[config.mk]
export PLATFORM = sky130hd
export DESIGN_NAME = dual_phase_wdt
export DESIGN_NICKNAME = d
export VERILOG_FILES = /design/src/rtl/dpw_pkg.sv /design/src/rtl/dpw_tick_path.sv /design/src/rtl/dpw_reg_ctrl.sv /design/src/rtl/dual_phase_wdt.sv
export SDC_FILE = /design/constraint.sdc
export NUM_CORES = 1
export LEC_CHECK = 0
export BUFFER_PORTS_ARGS = -buffer_cell sky130_fd_sc_hd__clkbuf_2
export CORE_MARGIN = 2
export CORE_UTILIZATION = 54
export CTS_CLUSTER_DIAMETER = 200
export CTS_CLUSTER_SIZE = 40
export DETAILED_ROUTE_END_ITERATION = 10
export GPL_TIMING_DRIVEN = 1
export PLACE_DENSITY = 0.77
export SETUP_SLACK_MARGIN = 0.3
export SYNTH_ARGS = -nofsm -noshare
export SYNTH_HDL_FRONTEND = slang
export SYNTH_SLANG_ARGS = --single-unit
export TNS_END_PERCENT = 10
[constraint.sdc]
create_clock -name clk -period 2.9 [get_ports clk]
set_input_delay 0.29 -clock clk [delete_from_list [all_inputs] [get_ports clk]]
set_output_delay 0.29 -clock clk [all_outputs]
set_load 0.005 [all_outputs]
[src/rtl/dpw_pkg.sv]
package dpw_pkg;
  localparam int PHASE_W = 5;
  localparam int PRE_W   = 2;

  typedef struct packed {
    logic clear;  // zero prescaler and tick counter
    logic run;    // advance the count this cycle
  } dpwStrobe_t;

  typedef enum logic [1:0] {
    MODE_CHIP = 2'd0,
    MODE_CPU  = 2'd1,
    MODE_SW   = 2'd2,
    MODE_ALT  = 2'd3
  } dpwMode_e;
endpackage

[src/rtl/dpw_tick_path.sv]
module dpw_tick_path
  import dpw_pkg::*;
#(
  parameter int TICK_LOG2 = 25
) (
  input  logic               clk,
  input  logic               rstN,
  input  dpwStrobe_t         strobe,
  input  logic [PRE_W-1:0]   prescale,
  input  logic [PHASE_W-1:0] limit,
  output logic               expire
);
  localparam int CNT_W = TICK_LOG2 + (1 << PRE_W) - 1;

  logic [CNT_W-1:0]   preCnt;
  logic [CNT_W-1:0]   termVal;
  logic [PHASE_W-1:0] tickCnt;
  logic               baseTick;
  logic               lastTick;

  always_comb begin
    termVal  = (CNT_W'(1) << (TICK_LOG2 + int'(prescale))) - CNT_W'(1);
    baseTick = strobe.run && (preCnt >= termVal);
    lastTick = (tickCnt >= limit);
    expire   = baseTick && lastTick;
  end

  always_ff @(posedge clk or negedge rstN) begin
    if (!rstN) begin
      preCnt  <= '0;
      tickCnt <= '0;
    end else if (strobe.clear) begin
      preCnt  <= '0;
      tickCnt <= '0;
    end else if (strobe.run) begin
      if (baseTick) begin
        preCnt  <= '0;
        tickCnt <= lastTick ? '0 : tickCnt + 1'b1;
      end else begin
        preCnt  <= preCnt + 1'b1;
      end
    end
  end

  a_r5_frozen_when_idle: assert property (@(posedge clk) disable iff (!rstN)
    (!strobe.run && !strobe.clear) |=> ($stable(preCnt) && $stable(tickCnt)));

  a_r1_tick_wraps: assert property (@(posedge clk) disable iff (!rstN)
    (baseTick && !strobe.clear) |=> (preCnt == '0));
endmodule

[src/rtl/dpw_reg_ctrl.sv]
module dpw_reg_ctrl
  import dpw_pkg::*;
#(
  parameter int ADDR_W = 4
) (
  input  logic               clk,
  input  logic               rstN,
  input  logic               busWr,
  input  logic [ADDR_W-1:0]  busAddr,
  input  logic [31:0]        busWdata,
  output logic [31:0]        busRdata,
  input  logic               expire,
  output dpwStrobe_t         strobe,
  output logic [PRE_W-1:0]   prescale,
  output logic [PHASE_W-1:0] limit,
  output logic               irqOut,
  output logic               rstChipOut,
  output logic               rstCpuOut,
  output logic               rstSwOut
);
  localparam logic [ADDR_W-1:0] OFS_KICK = ADDR_W'(0);
  localparam logic [ADDR_W-1:0] OFS_STS  = ADDR_W'(4);
  localparam logic [ADDR_W-1:0] OFS_CTRL = ADDR_W'(8);

  logic               enReg;
  logic [PRE_W-1:0]   preReg;
  logic [PHASE_W-1:0] firstLen;
  logic [PHASE_W-1:0] secondLen;
  dpwMode_e           modeReg;
  logic               stsOne;
  logic               stsTwo;
  logic               phaseTwo;

  logic wrCtrl, wrSts, kickHit, enableRise, restart, endOne, endTwo, rstAny;
  logic unusedWdata;

  assign unusedWdata = ^{busWdata[28:27], busWdata[21:20], busWdata[14:2]};

  always_comb begin
    wrCtrl     = busWr && (busAddr == OFS_CTRL);
    wrSts      = busWr && (busAddr == OFS_STS);
    kickHit    = busWr && (busAddr == OFS_KICK) && busWdata[31];
    enableRise = wrCtrl && busWdata[31] && !enReg;
    restart    = kickHit || enableRise;
    endOne     = expire && !restart && !phaseTwo;
    endTwo     = expire && !restart && phaseTwo;
    strobe.clear = restart;
    strobe.run   = enReg || phaseTwo;
    prescale   = preReg;
    limit      = phaseTwo ? secondLen : firstLen;
    irqOut     = stsOne && enReg;
    rstAny     = rstChipOut || rstCpuOut || rstSwOut;
  end

  always_ff @(posedge clk or negedge rstN) begin
    if (!rstN) begin
      enReg     <= 1'b0;
      preReg    <= '0;
      firstLen  <= '0;
      secondLen <= '0;
      modeReg   <= MODE_CPU;
    end else begin
      if (wrCtrl) begin
        enReg     <= busWdata[31];
        preReg    <= busWdata[30:29];
        firstLen  <= busWdata[26:22];
        secondLen <= busWdata[19:15];
        modeReg   <= dpwMode_e'(busWdata[1:0]);
      end
      if (endTwo) enReg <= 1'b0;
    end
  end

  always_ff @(posedge clk or negedge rstN) begin
    if (!rstN) begin
      phaseTwo <= 1'b0;
      stsOne   <= 1'b0;
      stsTwo   <= 1'b0;
    end else begin
      if (restart)     phaseTwo <= 1'b0;
      else if (endOne) phaseTwo <= 1'b1;
      else if (endTwo) phaseTwo <= 1'b0;

      if (endOne)                      stsOne <= 1'b1;
      else if (wrSts && busWdata[31])  stsOne <= 1'b0;

      if (endTwo)                      stsTwo <= 1'b1;
      else if (wrSts && busWdata[30])  stsTwo <= 1'b0;
    end
  end

  always_ff @(posedge clk or negedge rstN) begin
    if (!rstN) begin
      rstChipOut <= 1'b0;
      rstCpuOut  <= 1'b0;
      rstSwOut   <= 1'b0;
    end else begin
      rstChipOut <= endTwo && (modeReg == MODE_CHIP || modeReg == MODE_ALT);
      rstCpuOut  <= endTwo && (modeReg == MODE_CPU);
      rstSwOut   <= endTwo && (modeReg == MODE_SW);
    end
  end

  always_comb begin
    busRdata = '0;
    if (busAddr == OFS_STS) begin
      busRdata[31] = stsOne;
      busRdata[30] = stsTwo;
    end else if (busAddr == OFS_CTRL) begin
      busRdata[31]    = enReg;
      busRdata[30:29] = preReg;
      busRdata[26:22] = firstLen;
      busRdata[19:15] = secondLen;
      busRdata[1:0]   = modeReg;
    end
  end

  a_r4_single_output: assert property (@(posedge clk) disable iff (!rstN)
    $onehot0({rstChipOut, rstCpuOut, rstSwOut}));

  a_r4_one_cycle: assert property (@(posedge clk) disable iff (!rstN)
    rstAny |=> !rstAny);

  a_r4_enable_dropped: assert property (@(posedge clk) disable iff (!rstN)
    rstAny |-> (!enReg && stsTwo));

  a_r6_second_window_holds: assert property (@(posedge clk) disable iff (!rstN)
    (phaseTwo && !restart && !expire) |=> phaseTwo);
endmodule

[src/rtl/dual_phase_wdt.sv]
module dual_phase_wdt
  import dpw_pkg::*;
#(
  parameter int TICK_LOG2 = 25,
  parameter int ADDR_W    = 4
) (
  input  logic              clk,
  input  logic              rstN,
  input  logic              busWr,
  input  logic [ADDR_W-1:0] busAddr,
  input  logic [31:0]       busWdata,
  output logic [31:0]       busRdata,
  output logic              irqOut,
  output logic              rstChipOut,
  output logic              rstCpuOut,
  output logic              rstSwOut
);
  dpwStrobe_t         strobe;
  logic [PRE_W-1:0]   prescale;
  logic [PHASE_W-1:0] limit;
  logic               expire;

  dpw_reg_ctrl #(.ADDR_W(ADDR_W)) u_ctrl (
    .clk(clk), .rstN(rstN), .busWr(busWr), .busAddr(busAddr),
    .busWdata(busWdata), .busRdata(busRdata), .expire(expire),
    .strobe(strobe), .prescale(prescale), .limit(limit),
    .irqOut(irqOut), .rstChipOut(rstChipOut), .rstCpuOut(rstCpuOut),
    .rstSwOut(rstSwOut)
  );

  dpw_tick_path #(.TICK_LOG2(TICK_LOG2)) u_path (
    .clk(clk), .rstN(rstN), .strobe(strobe), .prescale(prescale),
    .limit(limit), .expire(expire)
  );
endmodule

==> impl_metrics.py, run 1 <==
metrics = {
    "status": {
        "status": "finished, final reports clean",
    },
    "floorplanning": {
        "ios": 75,
        "start_util": 0.566,
        "dieArea_um2": 6470,
        "die_w_um": 80.4,
        "num_rows": 27,
        "core-area_um2": 5570,
        "fp.dieH_um": 80.4,
    },
    "place": {
        "post_dp_cell_area_um2": 3340,
        "place_ws_ns": 0.403,
        "hpwlAfterDp_um": 4490,
        "portBuffers": 40,
        "gp_congestion": 0.792,
    },
    "critical_path": {
        "worstRegToRegCells": 9,
        "critical_path.startpoint": "u_ctrl.phaseTwo",
        "worstPathArrival_ns": 2.60,
        "cp_max_fo": 10,
        "r2r-end": "u_ctrl.phaseTwo",
        "end_kind": "flop",
        "r2r_slack_ns": 0.54,
        "worst_ep_required_time_ns": 3.13,
        "cp_slowest_cell": "dfrtp_1",
        "slowest_delay_ns": 0.53,
        "crit_top_cell": "buf_4",
        "path_cells": "buf_4, mux2i_1, ha_1, o211ai_1, o21ai_0, a21oi_2, buf_4, or3_1, a21oi_1",
        "r2r_start": "u_ctrl.phaseTwo",
        "path_class": "flop to flop",
        "crit_path_start_kind": "flop",
    },
    "detailed_routing": {
        "drtPass1Iterations": 4,
        "via_per_inst": 5.57,
        "routedWlPerCell_um": 14.8,
        "routed_wl_um": 6270,
        "drt_first_iter_violations": 142,
        "vias": 2362,
        "final_antenna_net_count": 0,
        "drc": 0,
    },
    "sta": {
        "worst_slack_ns": 0.537,
        "slew_violations": 0,
        "setup-tns-final_ns": 0,
        "slew_headroom": 0.442,
        "tightest_slew_ns": 0.825,
        "fmax_ghz": 0.423,
        "fin_crit_sh": 0.815,
        "hold_violations": 0,
        "rsz0062_at_grt": "false",
        "setup_viol": 0,
        "finClkSkew_ns": 0.00655,
        "fin_crit_ns": 2.36,
    },
    "synth": {
        "yosysMostFrequentCell": "dfrtp_1",
        "syn_inst": 312,
        "synth_area_um2": 3150,
        "synthTopCellsByCount": "dfrtp_1 (53), nor2_1 (30), xnor2_1 (23)",
        "syn_area_per_cell_um2": 10.1,
        "synth_top_area_cell": "dfrtp_1",
        "ys_types": 45,
        "synth_area_leaders": "dfrtp_1 (42%), xnor2_1 (6.4%), mux2_2 (5.4%), ha_1 (5.2%), buf_4 (5.0%)",
        "ys_seq_area_frac": 0.429,
        "ys_ff_latch": 54,
        "synth_edf_count": 0,
        "ys_async_sr_fraction": 1.00,
        "synth_top_area_frac": 0.420,
        "synth_top_flop_cell": "dfrtp_1",
        "yosys_warnings": 0,
    },
    "hold_path": {
        "hp-start": "busWdata[17]",
        "min_to": "u_ctrl.secondLen[2]",
        "hold_class": "primary input to flop",
        "hold_path_depth": 2,
    },
    "layout": {
        "layout-drive-gt1-share": 0.219,
        "n_antenna_cell": 0,
        "nets": 403,
        "fillCellCount": 495,
        "fin_util": 0.621,
        "layout-area-overhead-vs-synth_pct": 9.76,
        "final_area_um2": 3460,
    },
    "job": {
        "cap_violations": 0,
    },
    "grt": {
        "antenna_found_initial": 0,
        "use_met1": 0.274,
        "grt_max_degree": 41,
        "grt_pass1_wl_um": 10900,
        "grt_pass1_vias": 2318,
        "grt_overflow": 0,
        "met2_usage": 0.356,
        "use_met3": 0.0629,
        "track_usage": 0.214,
        "grt.busiest_layer": "met2",
    },
    "power": {
        "p_leak_nw": 1.64,
        "p_per_area_nw_per_um2": 539,
        "p_total_mw": 1.86,
        "vdd_drop_max_mv": 0.280,
    },
    "cts": {
        "clock_sinks": 54,
        "clock_path_buffers": 2,
        "clock_latency_ns": 0.31,
        "clkTransAtPathRegs_ns": 0.09,
        "cts_tree": "done",
        "cts_max_level": 2,
        "cts_buffers": 5,
        "cts_root_buffer": "clkbuf_8",
    },
}
## power breakdown
| part | switching (mW) | internal (mW) | leakage (nW) |
|---|---|---|---|
| combinational | 0.214 | 0.189 | 0.874 |
| clock | 0.244 | 0.259 | 0.0524 |
| sequential | 0.105 | 0.853 | 0.715 |
| total | 0.564 | 1.30 | 1.64 |
## worst max path at each step
stage | end | cells after the start
6_report | u_ctrl.phaseTwo | 9
5_1_grt | u_ctrl.phaseTwo | 9
4_1_cts | u_ctrl.phaseTwo | 9
3_5_place_dp | u_ctrl.stsTwo | 8
3_3_place_gp | u_ctrl.stsTwo | 8
2_1_floorplan | u_ctrl.stsTwo | 9
## logic make-up (layout without fill, tap and decap cells)
group,count (synthesis),count (layout),share of synthesized area
adders and majority gates,13,13,0.0516
DFF,54,54,0.429
and+or+nand+nor,131,131,0.240
other,1,18,0.00119
xor gates and xnor gates,27,27,0.0750
buffers and inverters,39,62,0.0742
AOI/OAI and AO/OA,27,27,0.0599
muxes,20,20,0.0694
## worst max-delay path: cells and delay by family, from the launching register on
kind	cells	cell delay, ns
AOI/OAI and AO/OA	4	0.59
DFF	1	0.53
buffers and inverters	2	0.42
and+or+nand+nor	1	0.30
muxes	1	0.25
adders and majority gates	1	0.21
## routing by layer
layer / part of all wire / wire length [um]
met1: 0.45 / 2800
met5: 0 / 0
met4: 0.0085 / 53
met2: 0.48 / 3020
met3: 0.063 / 393
## flip-flops by register name, indices dropped and copies added, names as in the netlist
name	flops
u_path.tickCnt	5
u_ctrl.prescale	2
u_ctrl.firstLen	5
u_path.preCnt	28
u_ctrl.stsOne	1
u_ctrl.rstSwOut	1
u_ctrl.phaseTwo	1
u_ctrl.enReg	1
u_ctrl.rstChipOut	1
u_ctrl.secondLen	5
u_ctrl.rstCpuOut	1
u_ctrl.stsTwo	1
u_ctrl.modeReg	2
## placed cells by master (no fill, tap or decap), types with 2 or more instances in the layout
cell type / count
mux2i_1: 5
o21ai_0: 3
nand2_1: 17
conb_1: 18
ha_1: 13
nor4_1: 5
a22o_1: 3
nor4_2: 2
o31ai_1: 2
o211ai_1: 2
buf_4: 5
nor3b_1: 3
nand4_1: 6
nor4b_1: 2
mux2_2: 15
a21oi_1: 7
inv_1: 8
or3_1: 3
and4_1: 6
clkbuf_1: 2
nand3b_1: 3
and2_1: 3
xnor2_1: 23
clkbuf_2: 40
o21ai_1: 4
clkbuf_8: 5
and3_1: 18
nor2_1: 30
dfrtp_1: 53
nor3_1: 10
nand3_1: 15
xor2_1: 4
## area by class of cell
class	instances	area (um^2)	share of cell area
Clock buffer	7	76.3	0.0220
Inverter	8	30.0	0.00867
Sequential cell	54	1350	0.391
Multi-Input combinational cell	236	1640	0.472
Timing Repair Buffer	46	248	0.0716
Clock inverter	1	30.0	0.00867
Tap cell	72	90.1	0.0260
## repair_timing
action,in CTS,in global routing
gates resized for setup,0,1
setup endpoints to repair,0,6
buffers inserted,0,0
hold buffers,1,0
hold endpoints to repair,14,0
## through the flow
step,cells,hold WS [ns]
6_report,424,0.212
5_1_grt,424,0.207
4_1_cts,424,0.208
3_5_place_dp,415,0.218
3_3_place_gp,415,0.214
2_1_floorplan,329,-0.00559
Note: power is estimated with default switching activity, not from simulation.
==> run 2: changes to the inputs <==
Settings changed: CORE_UTILIZATION 54 to 49, PLACE_DENSITY 0.77 to 0.74.
Clock period 2.9 ns to 1.9 ns, I/O delays scaled along.
==> impl_metrics.py, run 2 (same netlist as run 1, synthesis figures left out) <==
metrics = {
    "floorplanning": {
        "start_util": 0.502,
        "num_rows": 29,
        "ios": 75,
        "core-area_um2": 6280,
        "dieArea_um2": 7090,
        "fp.dieH_um": 84.2,
        "die_w_um": 84.2,
    },
    "detailed_routing": {
        "drtPass1Iterations": 4,
        "drt_first_iter_violations": 104,
        "vias": 2458,
        "routed_wl_um": 6230,
        "drc": 0,
        "final_antenna_net_count": 0,
        "via_per_inst": 5.36,
        "routedWlPerCell_um": 13.6,
    },
    "grt": {
        "grt_overflow": 0,
        "grt_max_degree": 55,
        "antenna_found_initial": 0,
        "track_usage": 0.180,
        "grt_pass1_wl_um": 10700,
        "grt_pass1_vias": 2316,
    },
    "layout": {
        "layout-drive-gt1-share": 0.319,
        "final_cell_mix": "dfrtp_1 (53), clkbuf_2 (40), nor2_1 (30), buf_4 (30), xnor2_1 (23)",
        "layout_commonest_cell": "dfrtp_1",
        "n_antenna_cell": 0,
        "nets": 433,
        "top_register": "u_path.preCnt",
        "largest_register_ffs": 28,
        "layout-area-overhead-vs-synth_pct": 21.0,
    },
    "critical_path": {
        "worstPathArrival_ns": 2.30,
        "end_kind": "flop",
        "path_class": "flop to flop",
        "crit_path_start_kind": "flop",
        "cp_num_buf_inv": 0,
        "cp_max_fo": 6,
        "cp_slowest_cell": "dfrtp_1",
        "path_cells": "nand2_2, ha_4, nand4_1, or3_1, o31a_1, or3_1, a21oi_2",
        "critical_path.top_delay_family": "simple AND/OR/NAND/NOR gates",
        "slowest_delay_ns": 0.41,
        "crit_top_cell": "or3_1",
        "worst_ep_required_time_ns": 2.13,
    },
    "sta": {
        "tightest_slew_ns": 0.660,
        "fin_crit_sh": 1.09,
        "slew_violations": 0,
        "worst_slack_ns": -0.162,
        "hold_violations": 18,
        "slew_headroom": 0.560,
        "rsz0062_at_grt": "true",
        "fin_crit_ns": 2.06,
        "setup-tns-final_ns": -4.00,
        "setup_viol": 39,
        "hold-worst-slack_ns": -0.00840,
        "finClkSkew_ns": 0.0104,
        "fmax_ghz": 0.485,
    },
    "status": {
        "violations": "hold timing, setup timing",
        "status": "complete, but fails checks",
    },
    "cts": {
        "cts_tree": "done",
        "clock_latency_ns": 0.31,
        "clock_sinks": 54,
        "postCtsHoldBufs": 0,
        "clock_path_buffers": 2,
        "cts_buffers": 5,
        "cts_root_buffer": "clkbuf_8",
        "clkTransAtPathRegs_ns": 0.09,
        "cts_max_level": 2,
    },
    "place": {
        "gp_congestion": 0.850,
        "portBuffers": 40,
        "hpwlAfterDp_um": 4460,
    },
    "hold_path": {
        "hold_class": "primary input to async pin",
    },
    "job": {
        "cap_violations": 0,
    },
    "power": {
        "vdd_drop_max_mv": 0.487,
        "p_leak_nw": 1.81,
        "p_per_area_nw_per_um2": 766,
    },
}
run 2: cell count changes in the layout (fill, tap and decap cells not counted), sizes merged:
cell / before / now
bufinv: 1 / 0
dlygate4sd3: 1 / 0
clkinvlp: 0 / 1
clkinv: 0 / 2
buf: 5 / 35
clkbuf: 47 / 46
run 2: what timing repair did:
item	4_1_cts	5_1_grt
endpoints found under the setup margin	40	40
setup buffers	3	1
pin swaps	14	8
gates cloned	0	1
resized for setup	7	10
run 2: worst paths after layout:
path | slack (ns) | cells past startpoint | start | endpoint
hold reg to reg | 0.52 | 1 | u_ctrl.stsTwo | u_ctrl.stsTwo
setup / recovery | -0.16 | 7 | u_ctrl.prescale[1] | u_ctrl.phaseTwo
hold / removal | -0.008 | 2 | rstN | u_path.preCnt[8]
min in group clk | 0.10 | 2 | busWdata[25] | u_ctrl.firstLen[3]
max in group asynchronous | 1.47 | 2 | rstN | u_ctrl.prescale[1]
setup reg to reg | -0.16 | 7 | u_ctrl.prescale[1] | u_ctrl.phaseTwo
run 2: per-stage QoR:
stage               instance area, um^2  std cells  total power [mW]  utilization  setup WS [ns]
floorplan                          3250        329              1.94            -        -0.0762
global placement                   3590        446              2.19        0.572         -0.162
detailed placement                 3590        446              2.22        0.572         -0.206
CTS                                3740        457              2.89        0.596         -0.213
global route                       3820        459              3.11        0.608         -0.291
finish                             3820        459              2.92        0.608         -0.162
run 2: metal layers:
metal,GRT usage,part of all wire,vias up,routed length [um]
li1,-,-,1209,-
met1,0.243,0.44,1182,2770
met2,0.300,0.50,60,3080
met3,0.0364,0.051,7,316
met4,0.0440,0.0095,0,59
met5,0,0,-,0
run 2: where the power goes:
group | total [mW] | internal [mW] | switching [mW] | leakage (nW)
clock network | 0.638 | 0.260 | 0.378 | 0.0441
registers | 1.44 | 1.30 | 0.140 | 0.715
logic | 0.842 | 0.439 | 0.402 | 1.05
run 2: cell type report:
type,count,area (um^2)
sequential,54,1350
multi-input combinational,236,1720
inverter,8,30.0
clock buffer,5,68.8
clock inverter,3,21.3
timing repair buffer,76,524
fill,521,2460
tap,77,96.3
